`config.mk`:
```
export PLATFORM = sky130hd
export DESIGN_NAME = i2s_dualmono_port
export DESIGN_NICKNAME = d
export VERILOG_FILES = /design/src/rtl/i2s_dm_pkg.sv /design/src/rtl/i2s_dm_clkgen.sv /design/src/rtl/i2s_dm_framer.sv /design/src/rtl/i2s_dm_tx.sv /design/src/rtl/i2s_dm_rx.sv /design/src/rtl/i2s_dualmono_port.sv
export SDC_FILE = /design/constraint.sdc
export NUM_CORES = 1
export LEC_CHECK = 0
export BUFFER_PORTS_ARGS = -buffer_cell sky130_fd_sc_hd__buf_2
export CORE_MARGIN = 2
export CORE_UTILIZATION = 61
export DETAILED_ROUTE_END_ITERATION = 12
export PLACE_DENSITY = 0.86
export SYNTH_ARGS = -nofsm -noshare
export SYNTH_HDL_FRONTEND = slang
export SYNTH_SLANG_ARGS = --single-unit
```
`constraint.sdc`:
```
create_clock -name clk -period 6.9 [get_ports clk]
set_input_delay 1.035 -clock clk [delete_from_list [all_inputs] [get_ports clk]]
set_output_delay 1.035 -clock clk [all_outputs]
set_load 0.02 [all_outputs]
```
`src/rtl/i2s_dm_pkg.sv`:
```
package i2s_dm_pkg;

    localparam int SLOT_W  = 16;
    localparam int FRAME_W = 2 * SLOT_W;
    localparam int POS_W   = $clog2(FRAME_W);

    typedef logic [POS_W-1:0]  pos_t;
    typedef logic [SLOT_W-1:0] word_t;

    typedef struct packed {
        logic launch_fall;
        logic msb_delay;
    } port_cfg_t;

    typedef struct packed {
        logic launch;
        logic capture;
        logic boundary;
    } bit_strobe_t;

    // Data position within the period: one behind the slot position when the MSB is delayed.
    function automatic pos_t data_pos(pos_t p, logic dly);
        return dly ? pos_t'(p - pos_t'(1)) : p;
    endfunction

    function automatic logic in_first_slot(pos_t dp);
        return ~dp[POS_W-1];
    endfunction

endpackage

```
`src/rtl/i2s_dm_clkgen.sv`:
```
module i2s_dm_clkgen #(
    parameter int DIV_W = 8
) (
    input  logic             clk,
    input  logic             rst,
    input  logic [DIV_W-1:0] half_div,
    output logic             sck,
    output logic             rise_stb,
    output logic             fall_stb
);
    logic [DIV_W-1:0] div_cnt;
    logic             wrap;

    assign wrap     = (div_cnt >= half_div) && !rst;
    assign rise_stb = wrap && !sck;
    assign fall_stb = wrap && sck;

    always_ff @(posedge clk) begin
        if (rst) begin
            div_cnt <= '0;
            sck     <= 1'b0;
        end else if (wrap) begin
            div_cnt <= '0;
            sck     <= ~sck;
        end else begin
            div_cnt <= div_cnt + 1'b1;
        end
    end


    sck_toggle_chk: assert property (@(posedge clk) disable iff (rst)
        (!$stable(sck)) |-> ($past(div_cnt) >= $past(half_div)));

endmodule

```
`src/rtl/i2s_dm_framer.sv`:
```
module i2s_dm_framer
    import i2s_dm_pkg::*;
(
    input  logic        clk,
    input  logic        rst,
    input  logic        rise_stb,
    input  logic        fall_stb,
    input  port_cfg_t   cfg_in,
    output port_cfg_t   cfg_act,
    output pos_t        pos,
    output logic        ws,
    output bit_strobe_t stb
);
    pos_t pos_nxt;
    logic cfg_load;

    assign stb.launch   = cfg_act.launch_fall ? fall_stb : rise_stb;
    assign stb.capture  = cfg_act.launch_fall ? rise_stb : fall_stb;
    assign stb.boundary = stb.launch && (pos == pos_t'(FRAME_W - 1));
    assign cfg_load     = stb.capture && (pos == pos_t'(FRAME_W - 1));
    assign pos_nxt      = pos + pos_t'(1);

    always_ff @(posedge clk) begin
        if (rst) begin
            pos     <= pos_t'(FRAME_W - 1);
            ws      <= 1'b0;
            cfg_act <= '0;
        end else begin
            if (stb.launch) begin
                pos <= pos_nxt;
                ws  <= ~pos_nxt[POS_W-1];
            end
            if (cfg_load) begin
                cfg_act <= cfg_in;
            end
        end
    end


    ws_rise_pos_chk: assert property (@(posedge clk) disable iff (rst)
        $rose(ws) |-> (pos == '0));


    ws_fall_pos_chk: assert property (@(posedge clk) disable iff (rst)
        $fell(ws) |-> (pos == pos_t'(SLOT_W)));


    cfg_boundary_chk: assert property (@(posedge clk) disable iff (rst)
        (!$stable(cfg_act)) |-> ($past(pos) == pos_t'(FRAME_W - 1)));

endmodule

```
`src/rtl/i2s_dm_tx.sv`:
```
module i2s_dm_tx
    import i2s_dm_pkg::*;
(
    input  logic  clk,
    input  logic  rst,
    input  logic  launch_stb,
    input  logic  boundary,
    input  pos_t  pos,
    input  logic  msb_delay,
    input  word_t tx_data,
    input  logic  tx_valid,
    output logic  tx_ready,
    output logic  sd_out
);
    word_t                 cur_word;
    word_t                 word_now;
    pos_t                  slot_pos;
    pos_t                  dpos;
    logic [POS_W-2:0]      sub_pos;
    logic                  bit_nxt;

    assign tx_ready = boundary;
    assign slot_pos = pos + pos_t'(1);
    assign dpos     = data_pos(slot_pos, msb_delay);
    assign sub_pos  = dpos[POS_W-2:0];
    assign word_now = (boundary && tx_valid) ? tx_data : cur_word;

    always_comb begin
        if (msb_delay && (slot_pos == '0)) begin
            bit_nxt = cur_word[0];
        end else begin
            bit_nxt = word_now[~sub_pos];
        end
    end

    always_ff @(posedge clk) begin
        if (rst) begin
            cur_word <= '0;
            sd_out   <= 1'b0;
        end else if (launch_stb) begin
            sd_out <= bit_nxt;
            if (boundary && tx_valid) begin
                cur_word <= tx_data;
            end
        end
    end


    underrun_hold_chk: assert property (@(posedge clk) disable iff (rst)
        (tx_ready && !tx_valid) |=> $stable(cur_word));


    accept_load_chk: assert property (@(posedge clk) disable iff (rst)
        (tx_ready && tx_valid) |=> (cur_word == $past(tx_data)));

endmodule

```
`src/rtl/i2s_dm_rx.sv`:
```
module i2s_dm_rx
    import i2s_dm_pkg::*;
(
    input  logic  clk,
    input  logic  rst,
    input  logic  capture_stb,
    input  pos_t  pos,
    input  logic  msb_delay,
    input  logic  sd_in,
    output word_t rx_data,
    output logic  rx_valid
);
    logic [SLOT_W-2:0] shreg;
    pos_t              dpos;
    logic              in_win;
    logic              last_bit;

    assign dpos     = data_pos(pos, msb_delay);
    assign in_win   = in_first_slot(dpos);
    assign last_bit = (dpos == pos_t'(SLOT_W - 1));

    always_ff @(posedge clk) begin
        if (rst) begin
            shreg    <= '0;
            rx_data  <= '0;
            rx_valid <= 1'b0;
        end else begin
            rx_valid <= 1'b0;
            if (capture_stb && in_win) begin
                shreg <= {shreg[SLOT_W-3:0], sd_in};
                if (last_bit) begin
                    rx_data  <= {shreg, sd_in};
                    rx_valid <= 1'b1;
                end
            end
        end
    end


    rx_pulse_chk: assert property (@(posedge clk) disable iff (rst)
        rx_valid |=> !rx_valid);


    rx_hold_chk: assert property (@(posedge clk) disable iff (rst)
        (!rx_valid) |-> $stable(rx_data));

endmodule

```
`src/rtl/i2s_dualmono_port.sv`:
```
module i2s_dualmono_port
    import i2s_dm_pkg::*;
#(
    parameter int DIV_W = 8
) (
    input  logic              clk,
    input  logic              rst,
    input  logic [DIV_W-1:0]  cfg_half_div,
    input  logic              cfg_launch_fall,
    input  logic              cfg_msb_delay,
    input  logic [SLOT_W-1:0] tx_data,
    input  logic              tx_valid,
    output logic              tx_ready,
    output logic [SLOT_W-1:0] rx_data,
    output logic              rx_valid,
    output logic              sck,
    output logic              ws,
    output logic              sd_out,
    input  logic              sd_in
);
    logic        rise_stb;
    logic        fall_stb;
    port_cfg_t   cfg_req;
    port_cfg_t   cfg_act;
    pos_t        pos;
    bit_strobe_t stb;

    assign cfg_req.launch_fall = cfg_launch_fall;
    assign cfg_req.msb_delay   = cfg_msb_delay;

    i2s_dm_clkgen #(.DIV_W(DIV_W)) u_clkgen (
        .clk      (clk),
        .rst      (rst),
        .half_div (cfg_half_div),
        .sck      (sck),
        .rise_stb (rise_stb),
        .fall_stb (fall_stb)
    );

    i2s_dm_framer u_framer (
        .clk      (clk),
        .rst      (rst),
        .rise_stb (rise_stb),
        .fall_stb (fall_stb),
        .cfg_in   (cfg_req),
        .cfg_act  (cfg_act),
        .pos      (pos),
        .ws       (ws),
        .stb      (stb)
    );

    i2s_dm_tx u_tx (
        .clk        (clk),
        .rst        (rst),
        .launch_stb (stb.launch),
        .boundary   (stb.boundary),
        .pos        (pos),
        .msb_delay  (cfg_act.msb_delay),
        .tx_data    (tx_data),
        .tx_valid   (tx_valid),
        .tx_ready   (tx_ready),
        .sd_out     (sd_out)
    );

    i2s_dm_rx u_rx (
        .clk         (clk),
        .rst         (rst),
        .capture_stb (stb.capture),
        .pos         (pos),
        .msb_delay   (cfg_act.msb_delay),
        .sd_in       (sd_in),
        .rx_data     (rx_data),
        .rx_valid    (rx_valid)
    );


    ready_ws_chk: assert property (@(posedge clk) disable iff (rst)
        tx_ready |=> $rose(ws));


    sd_launch_edge_chk: assert property (@(posedge clk) disable iff (rst)
        (!$stable(sd_out)) |-> ((sck != $past(sck)) && (sck == !cfg_act.launch_fall)));


    ws_launch_edge_chk: assert property (@(posedge clk) disable iff (rst)
        (!$stable(ws)) |-> ((sck != $past(sck)) && (sck == !cfg_act.launch_fall)));


    reset_quiet_chk: assert property (@(posedge clk)
        rst |=> (!sck && !ws && !sd_out && !rx_valid));

endmodule

```
==> results, run 1 <==
- Setup repair after global routing left no endpoint under its margin.
- For this configuration, the core starts out at a cell density of 64.0%.
- Setup slack on the worst reg-to-reg path comes out at 3.41 ns.
- In this run the power density over the cells is 207 nW/um2.
- The flow ran to the end, and the final reports show no timing, DRC or antenna violations.
- The met3 layer usage reported by global route is 6.16%.
- The core area is 5170 um2.
- In this run the mean area of a mapped cell was 9.56 um2.
- The post-route clock skew is 0.00667 ns.
- The number of DRC violations after detailed-routing iteration 0 is 188.
- For this design, the CTS-stage hold fixing added 0 buffers.
- Of the total power, the share spent switching nets is 22.1%.
- The synthesized design contains 66 register bits.
- Clock latency on the worst-skew pair, taken at its later pin, is 0.35 ns.
- Post-CTS timing repair inserted 0 buffers for setup.
- The number of antenna violations at the first check in global routing came to 0.
- The destination of the critical timing path is tx_ready.
- The worst path uses 61.2% of the clock period.
- Across all layers, the routed design uses 2550 vias.
- The post-synthesis net count is 389.
- Internal power comes to 613 uW.
- The clock period could shrink to 4.23 ns.
- The detailed placer's ending HPWL is 4330 um.
- The maximum number of pins on one net before global-route repair is 62.
- The post-route antenna net violation count is 0.
- The cell area after synthesis is 3310 um2.
- The final max-slew violation count is 0.
- The count of mapped cells out of synthesis is 346.
- The number of antenna diodes in the final layout is 0.
- Along the worst path, the maximum fanout reaches 11.
- The y dimension of the die is 77.7 um.
- The transition time at the pin with the least slew margin is 1.23 ns.
- The number of global-route vias before repair is 2394.
- The layout has 360 filler cells.
- The sort of element at the end of the critical path is an output port.
- By area the synthesized netlist is led by sky130_fd_sc_hd__dfxtp_1 40%, sky130_fd_sc_hd__mux2i_1 17%, sky130_fd_sc_hd__nor2_1 7.0%, sky130_fd_sc_hd__ha_1 4.9%, sky130_fd_sc_hd__xor2_1 2.9%.
- The area growth from synthesis to layout is 14.6%.
- The count of nets after finishing is 432.
- Dividing the detail-routed wire length by the instance count gives 13.8 um.
- The met2 capacity usage during global routing is 36.0%.
- The first TritonRoute pass finished after 4 iterations.
- The overall routed net length is 6390 um.
- Overall power consumption after layout is estimated at 787 uW.
- The part of the power in the clock network is 46.3%.
- The die covers 6030 um2.
- The TritonCTS clock tree is yes.
- The worst register-to-register path begins at u_framer.pos[0]$_SDFFE_PP1P_.
- The peak clock frequency supported by timing is 237 MHz.
- Headroom to the max-slew limit came out at 17.3%.
- The proportion of layout cells with a drive suffix above 1 is 21.3%.
- The initialized floorplan defines 26 standard-cell rows.
- For this design the total switching power over the nets is 174 uW.
- In this run the biggest area consumer among cell types represents 39.9% of the synthesized area.
- The mean number of vias per cell is 5.50.
- The longest clock path from root to sink contains 2 buffers.
- Of the synthesized area, sequential elements account for 39.9%.
- The final count of negative-setup-slack endpoints is 0.
- The number of library cell types mapped by synthesis is 55.
- IR analysis of the VDD net gives a maximum drop of 0.174 mV.
- The count of cells resized by post-cts repair is 0.
- The count of flip-flops with a built-in enable after synthesis is 0.
- The number of cell instances on the worst register-to-register path is 10.
- In this run, CTS created clock tree buffers numbering 9.
- In the final timing run, aggregate negative setup slack is 0 ns.
- Routability-driven placement finished with a final weighted congestion of 0.858.
- The clock-pin transition on the worst setup and hold timing paths is 0.07 ns.
- The critical path startpoint is cfg_half_div[7].
- The arrival time at the worst endpoint is 3.19 ns.
- Global routing used 22.9% of the available tracks.
- The reg-to-reg critical path endpoint is u_tx.sd_out$_SDFFE_PP0P_.
- The type of the worst min-delay path is flip-flop to flip-flop.
- Max-cap violations in this run came to 0.
- The logic gate share of total power is 4.7%.
- The top-level I/O count is 51.
- The number of hold-slack violations in the final timing report was 0.
- The startpoint type of the worst setup path is a primary input.
- The number of H-tree branching levels is 3.
- The sequential cell fraction of total power is 49.1%.
- The wire length of the first global-routing pass is 11000 um.
- Data on the critical path is required at its endpoint by 5.86 ns.
- The start-to-end type of the worst setup path is primary input to output port.
- For this design, the sink count on the clock tree is 66.
- Measured along the x axis, the die boundary spans 77.7 um.
- The tree is rooted in a sky130_fd_sc_hd__clkbuf_8.
- Port buffering added 50 buffers.
- met2 is the most crowded layer.
- Among all flip-flop cells after synthesis, the most frequent one is sky130_fd_sc_hd__dfxtp_1.
- The met1 routing resource usage after global routing is 30.1%.
- The async set or reset register ratio after synthesis is 0%.
- The DRC violation count after routing is 0.
- The residual overflow from global routing is 0.
- For this design the static power due to leakage is 0.00176 uW.
- sky130_fd_sc_hd__dfxtp_1 takes more of the synthesized area than any other cell.
- The Yosys step of the flow raised 0 warnings.
## per-stage QoR
| stage | setup slack [ns] | utilization [%] | hold slack [ns] | cell area (um2) | std cells |
|---|---|---|---|---|---|
| final | 2.67 | 73.3 | 0.493 | 3790 | 464 |
| after global routing | 2.52 | 73.3 | 0.530 | 3790 | 464 |
| after CTS | 2.72 | 73.3 | 0.501 | 3790 | 464 |
| after detailed placement | 2.73 | 69.0 | 0.481 | 3570 | 448 |
| after global placement | 2.83 | 69.0 | 0.469 | 3570 | 448 |
| after floorplan | 3.23 | - | 0.449 | 3310 | 346 |
## registers in the layout, indices dropped and copies added, names as in the netlist, 2 cells and up
name	count
u_clkgen.div_cnt	8
u_framer.cfg_act	2
u_framer.pos	5
u_rx.rx_data	16
u_rx.shreg	15
u_tx.cur_word	16
## how the worst min path moves through the flow
stage,start,end,slack [ns],cells after the start
4_1_cts,u_rx.rx_data[0]$_SDFFE_PP0P_,u_rx.rx_data[0]$_SDFFE_PP0P_,0.50,2
3_3_place_gp,u_tx.cur_word[3]$_SDFFE_PP0P_,u_tx.cur_word[3]$_SDFFE_PP0P_,0.47,2
3_5_place_dp,u_tx.cur_word[1]$_SDFFE_PP0P_,u_tx.cur_word[1]$_SDFFE_PP0P_,0.48,2
5_1_grt,u_rx.rx_data[14]$_SDFFE_PP0P_,u_rx.rx_data[14]$_SDFFE_PP0P_,0.53,2
2_1_floorplan,u_clkgen.div_cnt[0]$_SDFF_PP0_,u_clkgen.div_cnt[0]$_SDFF_PP0_,0.45,1
6_report,u_tx.cur_word[1]$_SDFFE_PP0P_,u_tx.cur_word[1]$_SDFFE_PP0P_,0.49,2
## power groups by stage
stage	Sequential [uW]	Clock [uW]	Combinational (uW)
2_1_floorplan	394	0	23.9
3_3_place_gp	395	0	35.3
3_5_place_dp	395	0	36.7
4_1_cts	386	372	37.0
5_1_grt	386	388	41.4
6_report	386	364	36.7
## placed cells by master (no fill, tap or decap), types with 3 or more instances in the layout
| cell | instances |
|---|---|
| sky130_fd_sc_hd__nor3_1 | 6 |
| sky130_fd_sc_hd__a21oi_1 | 6 |
| sky130_fd_sc_hd__mux4_1 | 3 |
| sky130_fd_sc_hd__and3_1 | 5 |
| sky130_fd_sc_hd__dfxtp_1 | 66 |
| sky130_fd_sc_hd__mux2i_1 | 57 |
| sky130_fd_sc_hd__buf_4 | 3 |
| sky130_fd_sc_hd__ha_1 | 13 |
| sky130_fd_sc_hd__and2_1 | 5 |
| sky130_fd_sc_hd__clkbuf_8 | 10 |
| sky130_fd_sc_hd__inv_1 | 19 |
| sky130_fd_sc_hd__nor2_1 | 62 |
| sky130_fd_sc_hd__o21ai_0 | 4 |
| sky130_fd_sc_hd__xor2_1 | 11 |
| sky130_fd_sc_hd__nor4_1 | 3 |
| sky130_fd_sc_hd__xnor2_1 | 4 |
| sky130_fd_sc_hd__nand2_1 | 12 |
| sky130_fd_sc_hd__nand2b_1 | 3 |
| sky130_fd_sc_hd__nand3_1 | 7 |
| sky130_fd_sc_hd__buf_2 | 50 |
| sky130_fd_sc_hd__a211oi_1 | 3 |
## layout make-up
cell class	instances	area [um2]	area share (%)
well taps	70	87.6	2.31
inverters	20	75.1	1.98
clock buffers	10	138	3.63
multi-input cells	239	1810	47.7
clock inverters	6	88.8	2.34
flip-flops and latches	66	1320	34.8
repair buffers	53	273	7.19
## Yosys cell counts (3+ instances only)
master and n:
sky130_fd_sc_hd__clkbuf_1 10, sky130_fd_sc_hd__buf_2 6, sky130_fd_sc_hd__mux2i_1 57, sky130_fd_sc_hd__a21oi_1 6
sky130_fd_sc_hd__nor4_1 4, sky130_fd_sc_hd__inv_1 19, sky130_fd_sc_hd__nand2_1 12, sky130_fd_sc_hd__a211oi_1 3
sky130_fd_sc_hd__dfxtp_1 66, sky130_fd_sc_hd__and2_1 5, sky130_fd_sc_hd__xnor2_1 4, sky130_fd_sc_hd__and3_1 5
sky130_fd_sc_hd__xor2_1 11, sky130_fd_sc_hd__o21ai_0 4, sky130_fd_sc_hd__nand3_1 7, sky130_fd_sc_hd__nor3_1 6
sky130_fd_sc_hd__nand2b_1 3, sky130_fd_sc_hd__ha_1 13, sky130_fd_sc_hd__nor2_1 62, sky130_fd_sc_hd__mux4_1 3
## metal layers
metal / wire length [um] / vias up / share of wire [%]
met4: 95 / 0 / 1.5
met2: 3020 / 66 / 47
met3: 367 / 10 / 5.7
met1: 2900 / 1190 / 45
li1: - / 1284 / -
met5: 0 / - / 0
## logic make-up (layout without fill, tap and decap cells)
| family | count (synthesis) | count (layout) | share of synthesized area, % |
|---|---|---|---|
| buf+inv | 41 | 89 | 5.56 |
| xor+xnor | 15 | 15 | 3.97 |
| mux | 63 | 63 | 21.0 |
| simple gates | 115 | 115 | 16.8 |
| flops | 66 | 66 | 39.9 |
| compound gates | 33 | 33 | 7.86 |
| fa+ha+maj | 13 | 13 | 4.92 |
## worst max-delay path: stages
cell	delay (ns)
sky130_fd_sc_hd__buf_2	0.07
sky130_fd_sc_hd__inv_1	0.03
sky130_fd_sc_hd__ha_1	0.30
sky130_fd_sc_hd__nand4_1	0.11
sky130_fd_sc_hd__a21oi_2	0.17
sky130_fd_sc_hd__a21oi_4	0.12
sky130_fd_sc_hd__nor3_1	0.94
sky130_fd_sc_hd__and2_1	0.24
sky130_fd_sc_hd__buf_2	0.16
Note: power is estimated with default switching activity, not from simulation.
==> inputs of run 2 (changes only) <==
Settings changed: CORE_UTILIZATION 61 to 51, PLACE_DENSITY 0.86 to 0.77.
Clock period 6.9 ns to 3.7 ns, I/O delays scaled along.
==> run 2 against run 1 <==
  * Critical path depth increased by 2
  * Clock skew increased by 0.0030 ns
  * Sequential power increased by 87%
  * Global-route usage decreased by 3.5 points
  * Setup slack got worse by 2.2 ns
  * Final cell count increased by 2.6%
  * Non-clock buffer count increased by 5
  * Clock power increased by 100%
  * Via count decreased by 0.51%
  * Clock-buffer cell count unchanged
  * Critical endpoint is now u_tx.sd_out$_SDFFE_PP0P_
==> results, run 2 (synthesis results as in run 1) <==
- The run finished with clean final reports.
- The sort of element at the end of the critical path is a flip-flop.
- The number of cells in the finished layout apart from fillers is 476.
- Registers take 1320 um2.
- For the worst setup path, the data arrival time is 3.43 ns.
- The worst setup path is of the flip-flop to flip-flop kind.
- The residual overflow from global routing is 0.
- Clock tree synthesis inserted a total of 9 buffers.
- The type of the worst min-delay path is primary input to flip-flop.
- The cell sitting at the root of the clock tree is a sky130_fd_sc_hd__clkbuf_8.
- The detailed placer's ending HPWL is 4440 um.
- The antenna diode count is 0.
- The destination of the worst hold path is u_framer.cfg_act[1]$_SDFFE_PP0P_.
- The start point of the worst hold path is cfg_launch_fall.
- The final critical delay including setup and external delays is 3.19 ns.
- After clock tree synthesis, the setup repair step added 0 buffers.
- For the pin with the worst max-slew slack, the measured transition is 1.03 ns.
- The reg-to-reg critical path endpoint is u_tx.sd_out$_SDFFE_PP0P_.
- Entering global routing, the biggest net connects 61 pins.
- Fill cells in the final layout number 563.
- Max-cap violations in this run came to 0.
- The worst supply voltage drop on vdd is 0.294 mV.
- The largest registers in the layout are u_rx.rx_data: 16 flops, u_tx.cur_word: 16 flops, u_rx.shreg: 15 flops.
- The y dimension of the die is 84.6 um.
- Setup repair after global routing left no endpoint under its margin.
- Leaving out fill and tap cells, the most frequent cells in the layout are 66 x sky130_fd_sc_hd__dfxtp_1, 62 x sky130_fd_sc_hd__nor2_1, 57 x sky130_fd_sc_hd__mux2i_1, 50 x sky130_fd_sc_hd__buf_2, 19 x sky130_fd_sc_hd__inv_1.
- In the finished design, the share of the clock period the worst path needs comes to 86.2%.
- The H-tree was split into 3 levels.
- For this run, the top clock speed supported by timing is 314 MHz.
- The global router's overall resource usage is 19.5%.
- The floorplan die width is 84.6 um.
- No sink is reached through more buffers than the 2 on the longest clock path.
- The routed length per instance is 13.5 um.
- The first routing iteration left 217 violations.
- The count of port buffers added during placement is 50.
- The leakage power figure is 0.00179 uW.
- Headroom to the max-slew limit came out at 30.5%.
- Routability-driven placement finished with a final weighted congestion of 0.781.
- The floorplan has 29 rows.
- The post-route clock skew is 0.00965 ns.
- The power per cell area is 395 nW/um2.
- At the later pin of the worst-skew pair, clock insertion delay measures 0.34 ns.
- The die covers 7150 um2.
- For this configuration, the core starts out at a cell density of 52.4%.
- TritonCTS built the clock tree.
- The mean number of vias per cell is 5.33.
- Once placement finished, the instance area stood at 3610 um2.
- The area growth from synthesis to layout is 16.5%.
- The region available for standard cell placement spans 6310 um2.
- The post-route worst setup slack is 0.512 ns.
- Counting tap cells, the placed design contains a total of 460 instances.
- The overall routed net length is 6450 um.
- Setup violations remaining at the end of the flow were counted as 0.
- In the final timing run, aggregate negative setup slack is 0 ns.
- Measured in cells, the most critical reg-to-reg path has a length of 11.
- In the routed design, unresolved DRC markers number 0.
- The count of cells resized by post-cts repair is 0.
- The area of the multi-input gates is 1810 um2.
- Of the cells placed in the final design, the portion with a size suffix greater than 1 is 22.1%.
- The wire length of the first global-routing pass is 11300 um.
- The number of antenna violations at the first check in global routing is 0.
- Leaving out fill and tap cells, the most frequent cell in the layout is sky130_fd_sc_hd__dfxtp_1.
- For the worst setup path, the data required time is 3.94 ns.
- The number of vias after detailed routing is 2537.
- The number of hold-slack violations in the final timing report was 0.
- Along the worst hold path, the cell count comes to 3.
- The startpoint type of the worst setup path is a flip-flop.
- Once detail routing completed, the nets flagged for antenna violations numbered 0.
- The count of nets after finishing is 437.
- Clock-pin slew was measured on the worst setup and hold paths at 0.08 ns.
- The pre-CTS setup slack is 0.439 ns.
- The top-level I/O count is 51.
- The number of sinks handled by clock tree synthesis is 66.
- The worst reg2reg path startpoint is u_framer.pos[0]$_SDFFE_PP1P_.
- The final max-slew violation count is 0.
- The number of global-route vias before repair was 2531.
- The cell area after layout is 3850 um2.
- The number of buffers inserted for hold repair after clock tree synthesis is 0.
- The setup slack on the worst flop-to-flop path is 0.51 ns.
- The largest fanout of any net on the critical path is 9.
- The pre-antenna-repair detailed-routing pass consisted of 4 iterations.
==> run 2: cell count changes in the layout (fill, tap and decap cells not counted), sizes merged <==
cell,delta
clkinv,-1
buf,+5
bufinv,+1
==> run 2: critical path, stage by stage (launching register included) <==
cell                       delay (ns)
sky130_fd_sc_hd__dfxtp_1         0.55
sky130_fd_sc_hd__inv_2           0.13
sky130_fd_sc_hd__ha_1            0.41
sky130_fd_sc_hd__nand2b_4        0.21
sky130_fd_sc_hd__nor4_1          0.25
sky130_fd_sc_hd__a311oi_2        0.10
sky130_fd_sc_hd__a211oi_2        0.21
sky130_fd_sc_hd__buf_4           0.20
sky130_fd_sc_hd__mux4_1          0.27
sky130_fd_sc_hd__mux2_2          0.28
sky130_fd_sc_hd__a211o_1         0.30
sky130_fd_sc_hd__a31o_1          0.20
==> run 2: final cells by class <==
class / instances / area share (%)
clock buffer: 10 / 3.31
clock inverter: 6 / 2.95
inverter: 20 / 1.95
multi-input combinational: 239 / 47.0
sequential: 66 / 34.3
tap: 77 / 2.50
timing repair buffer: 58 / 8.05
==> run 2: worst max path at each step <==
stage | start | end | slack, ns
finish | u_framer.pos[0]$_SDFFE_PP1P_ | u_tx.sd_out$_SDFFE_PP0P_ | 0.51
global route | u_framer.pos[0]$_SDFFE_PP1P_ | u_tx.sd_out$_SDFFE_PP0P_ | 0.34
CTS | u_framer.pos[0]$_SDFFE_PP1P_ | u_tx.sd_out$_SDFFE_PP0P_ | 0.54
detailed placement | cfg_half_div[6] | u_tx.sd_out$_SDFFE_PP0P_ | 0.44
global placement | cfg_half_div[7] | u_tx.sd_out$_SDFFE_PP0P_ | 0.48
floorplan | u_framer.pos[0]$_SDFFE_PP1P_ | u_tx.sd_out$_SDFFE_PP0P_ | 0.78
==> run 2: power by group <==
group          total (uW)  switching (uW)  internal [uW]
Clock                 732             282            450
Sequential            720            5.85            714
Combinational        71.1            39.4           31.7
Total                1520             327           1200
==> run 2: per-layer routing <==
layer | part of all wire, % | GRT usage (%)
met4 | 1.1 | 7.79
met3 | 4.6 | 4.03
met2 | 47 | 31.3
met5 | 0 | 0
met1 | 48 | 25.6
==> run 2: stage by stage <==
step	hold slack, ns	util (%)	total power, uW
floorplan	0.449	-	779
detailed placement	0.482	57.2	808
finish	0.456	61.1	1520
CTS	0.446	61.1	1540
global placement	0.473	57.2	805
global route	0.467	61.1	1580
==> inputs of run 3 (changes only) <==
Settings changed: CORE_UTILIZATION 51 to 52, PLACE_DENSITY 0.77 to 0.78, SYNTH_HIERARCHICAL set to 1, TNS_END_PERCENT set to 10.
==> run 3 against run 2 <==
  * Routed wire length grew 2.2%
  * Highest routed layer unchanged
  * Non-clock buffer count shrank 3
  * Combinational power grew 30%
  * Clock skew shrank 0.0013 ns
  * Critical path type is now flip-flop to output port
  * Power shrank 6.3%
  * Largest cell class unchanged
==> results, run 3 <==
- The run finished with clean final reports.
- The most frequent cell on the critical path is sky130_fd_sc_hd__and2_2.
- The tree built by TritonCTS fans out to 66 sinks.
- The first-pass detailed-route iteration total is 4.
- The sort of element at the end of the critical path is an output port.
- The cell area after synthesis is 3510 um2.
- After floorplanning, the core was divided into 29 placement rows.
- The startpoint type of the worst setup path is a flip-flop.
- The number of global-route vias before repair is 2545.
- The dominant cell type by area after synthesis is sky130_fd_sc_hd__dfxtp_1.
- The arrival time at the worst endpoint is 2.79 ns.
- Setup repair after global routing left no endpoint under its margin.
- Buffers placed on the I/O ports in this run total 50.
- The number of DRC violations after detailed-routing iteration 0 is 135.
- The worst-case IR drop observed on VDD is 0.235 mV.
- The number of vias after detailed routing is 2695.
- The clock-pin transition on the worst setup and hold timing paths is 0.08 ns.
- The number of H-tree branching levels is 3.
- The worst register-to-register path ends at u_rx/rx_data[1]$_SDFFE_PP0P_.
- The number of buffers inserted for hold repair after clock tree synthesis is 0.
- The synthesized netlist devotes 4.42% of its cell area to XOR and XNOR gates.
- The worst register-to-register path begins at u_clkgen/div_cnt[0]$_SDFF_PP0_.
- The share of synthesized area in the top cell type comes to 37.7%.
- The commonest cells after synthesis are 66 x sky130_fd_sc_hd__dfxtp_1, 47 x sky130_fd_sc_hd__nand2_1, 40 x sky130_fd_sc_hd__mux2i_1, 36 x sky130_fd_sc_hd__nand2b_1, 22 x sky130_fd_sc_hd__a21oi_1.
- In the final layout, the registers with the most flip-flops are u_rx/rx_data: 16 flops, u_tx/cur_word: 16 flops, u_rx/shreg: 15 flops.
- In this run, placement finished with an instance count of 488.
- The worst hold path cell count is 3.
- The share of synthesized area spent on multiplexers is 15.9%.
- The maximum cell stage delay along the critical path is 0.43 ns.
- The signal on the critical path passes through inv_1 -> ha_1 -> nand2b_4 -> a2111oi_4 -> o31ai_4 -> and2_2 -> mux2i_2 -> inv_2 -> and2_2 -> buf_2.
- The y dimension of the die is 86.1 um.
- The number of antenna violations at the first check in global routing is 0.
- The destination of the worst hold path is u_framer/cfg_act[1]$_SDFFE_PP0P_.
- The leading cell type in the layout, fill and taps excluded is sky130_fd_sc_hd__dfxtp_1.
- Using the TritonRoute via totals, the vias-per-cell ratio works out to 5.35.
- In this run the remaining antenna-violating nets after routing total 0.
- The combined buffer and inverter count along the critical path is 3.
- The peak clock frequency supported by timing is 299 MHz.
- Of the total power, the share spent switching nets is 24.6%.
- The path class of the tightest hold or removal check is primary input to flip-flop.
- Gates resized during post-CTS repair numbered 0.
- After routing, the total negative slack on setup checks comes to 0 ns.
- The number of nets in the synthesized netlist is 418.
- The root buffer cell is sky130_fd_sc_hd__clkbuf_8.
- The number of max-cap violations is 0.
- The count of mapped cells out of synthesis is 374.
- For this run, the number of standard cells in the final layout without fillers is 504.
- The number of hold-slack violations in the final timing report is 0.
- Cells with a size suffix above 1 make up 22.2% of the layout.
- Counting flops with an async set or reset pin after synthesis yields a share of 0%.
- For this run, the number of Yosys warnings is 6.
- The post-CTS setup-driven buffer insertion count is 0.
- The sequential element share of the synthesized area is 37.7%.
- In this run, the combinational gates consume 6.5% of the power.
- For the worst setup path, the data required time is 3.14 ns.
- Setup violations remaining at the end of the flow were counted as 0.
- In this run, CTS created clock tree buffers numbering 9.
- The setup path with the least slack is of type flip-flop to output port.
- The final core utilization is 62.0%.
- For this run, the leading register cell type out of synthesis is sky130_fd_sc_hd__dfxtp_1.
- The number of library cell types mapped by synthesis is 57.
- The overall die area is 7420 um2.
- The sequential cell fraction of total power is 50.4%.
- Counting flops with a built-in enable in the synthesized netlist gives 0.
- The final max-slew violation count was 0.
- The most used standard cell by instance count after synthesis is sky130_fd_sc_hd__dfxtp_1.
- The later pin in the worst-skew pair is clocked with a latency of 0.35 ns.
- The finished cells cover 3980 um2.
- The part of the power in the clock network is 43.1%.
- Summing the areas of all and, or, nand and nor instances in the mapped netlist gives 22.3% of the synthesized area.
- The setup check on the worst reg-to-reg path leaves a slack of 0.38 ns.
- The analysis attributes to net switching a power of 351 uW.
- After synthesis, the cell types taking the most area are sky130_fd_sc_hd__dfxtp_1 38%, sky130_fd_sc_hd__mux2i_1 11%, sky130_fd_sc_hd__nand2b_1 6.4%, sky130_fd_sc_hd__nand2_1 5.0%, sky130_fd_sc_hd__ha_1 5.0%.
- The number of register bits inferred by synthesis is 66.
- The leakage power figure is 0.00164 uW.
- Relative to the synthesized area, the layout overhead comes to 13.5%.
- The internal power of the cells totals 1080 uW.
- The start point of the worst hold path is cfg_launch_fall.
- The fill cell total of the finished layout is 557.
- On the critical path, the stage with the largest delay is an instance of sky130_fd_sc_hd__a2111oi_4.
- The largest fanout of any net on the critical path is 10.
- The count of nets after finishing is 466.
- The DRC violation count after routing is 0.
- The overall routed net length is 6590 um.
- In the layout the commonest cells are 66 x sky130_fd_sc_hd__dfxtp_1, 50 x sky130_fd_sc_hd__buf_2, 47 x sky130_fd_sc_hd__nand2_1, 40 x sky130_fd_sc_hd__mux2i_1, 36 x sky130_fd_sc_hd__nand2b_1.
- The adder-cell share of the synthesized area is 4.99%.
- Measured against its own limit, the worst slew margin works out to 35.3%.
- The share of the cycle needed by the critical path after routing is 90.3%.
- The power per cell area is 358 nW/um2.
- The number of cell instances on the worst register-to-register path is 11.
- The main combinational cell family by area after synthesis is simple AND/OR/NAND/NOR gates.
- The detailed placer's ending HPWL is 4670 um.
- The worst path in the final design needs a cycle of 3.34 ns, including I/O delays and setup.
- The maximum number of pins on one net before global-route repair is 59.
- At the end of routability-driven placement, the weighted congestion stood at 0.815.
- The global router's overall resource usage is 18.8%.
- The residual overflow from global routing is 0.
- The TritonCTS clock tree is yes.
- The number of buffers between clock root and the deepest sink is 2.
- The floorplan die width is 86.1 um.
- The antenna diode count is 0.
- The mean area per synthesized cell is 9.38 um2.
- The first global-routing pass estimated 11300 um of wire.
- The transition time at the pin with the least slew margin is 0.970 ns.
- Among cell families on the critical path, the largest total delay comes from compound AO/OA/AOI/OAI gates.
- Summing all placed instances gives a cell area of 3780 um2.
- The routed length per instance is 13.1 um.
- The initial core utilization is 54.6%.
- Summing the areas of all compound-gate instances in the mapped netlist gives 9.77% of the synthesized area.
- The clock arrives with 0.00838 ns of skew.
- The core area is 6420 um2.
- The top-level I/O count is 51.
## run 3: cell count changes after synthesis, moves of 4 or more
| cell | before | now |
|---|---|---|
| sky130_fd_sc_hd__nand2_1 | 12 | 47 |
| sky130_fd_sc_hd__xnor2_1 | 4 | 9 |
| sky130_fd_sc_hd__nor4_1 | 4 | 0 |
| sky130_fd_sc_hd__and2_1 | 5 | 0 |
| sky130_fd_sc_hd__inv_1 | 19 | 14 |
| sky130_fd_sc_hd__nor3_1 | 6 | 11 |
| sky130_fd_sc_hd__nand2b_1 | 3 | 36 |
| sky130_fd_sc_hd__mux2i_1 | 57 | 40 |
| sky130_fd_sc_hd__buf_2 | 6 | 0 |
| sky130_fd_sc_hd__xor2_1 | 11 | 5 |
| sky130_fd_sc_hd__a21oi_1 | 6 | 22 |
| sky130_fd_sc_hd__nor2_1 | 62 | 21 |
## run 3: cells by family after synthesis
kind of cell | Yosys count
DFF | 66
muxes | 48
buffers and inverters | 34
AOI/OAI and AO/OA | 48
xor gates and xnor gates | 16
adders and majority gates | 14
and+or+nand+nor | 148
## run 3: power by group through the flow
stage	logic (uW)	registers [uW]	clock network, uW
2_1_floorplan	61.4	737	0
3_3_place_gp	90.0	736	0
3_5_place_dp	92.9	737	0
4_1_cts	93.0	720	631
5_1_grt	103	720	657
6_report	92.3	720	615
## run 3: worst min-delay path, stage by stage
cell and delay, ns:
sky130_fd_sc_hd__buf_2 0.08, sky130_fd_sc_hd__a31oi_1 0.06, sky130_fd_sc_hd__nor2_1 0.07
## run 3: how the worst max path moves through the flow
stage | start | end | cells past startpoint
6_report | u_clkgen/div_cnt[0]$_SDFF_PP0_ | tx_ready | 10
4_1_cts | u_clkgen/div_cnt[0]$_SDFF_PP0_ | u_rx/rx_data[1]$_SDFFE_PP0P_ | 11
3_3_place_gp | cfg_half_div[0] | u_tx/sd_out$_SDFFE_PP0P_ | 15
5_1_grt | u_clkgen/div_cnt[0]$_SDFF_PP0_ | u_rx/rx_data[1]$_SDFFE_PP0P_ | 11
2_1_floorplan | cfg_half_div[0] | u_tx/sd_out$_SDFFE_PP0P_ | 14
3_5_place_dp | cfg_half_div[0] | u_rx/rx_data[1]$_SDFFE_PP0P_ | 11
## run 3: per-layer routing
layer / part of all wire (%) / vias to the layer above / wire (um) / track usage, %
met5: 0 / - / 0 / 0
met4: 1.6 / 0 / 108 / 7.22
met3: 3.5 / 13 / 233 / 4.91
met2: 50 / 38 / 3270 / 32.4
met1: 45 / 1260 / 2980 / 22.4
li1: - / 1384 / - / -
## run 3: stage by stage
step                power (uW)  hold slack [ns]  setup WS (ns)
global placement           826            0.439          0.214
detailed placement         829            0.444         0.0841
floorplan                  798            0.431          0.399
CTS                       1440            0.432          0.320
finish                    1430            0.445          0.358
global route              1480            0.454         0.0822
## run 3: cell type report
cell class | instances | area (um2) | share of cell area (%)
sequential | 66 | 1320 | 33.2
multi-input combinational | 274 | 2010 | 50.6
inverter | 16 | 60.1 | 1.51
clock inverter | 7 | 78.8 | 1.98
tap | 77 | 96.3 | 2.42
timing repair buffer | 55 | 288 | 7.23
clock buffer | 9 | 124 | 3.11
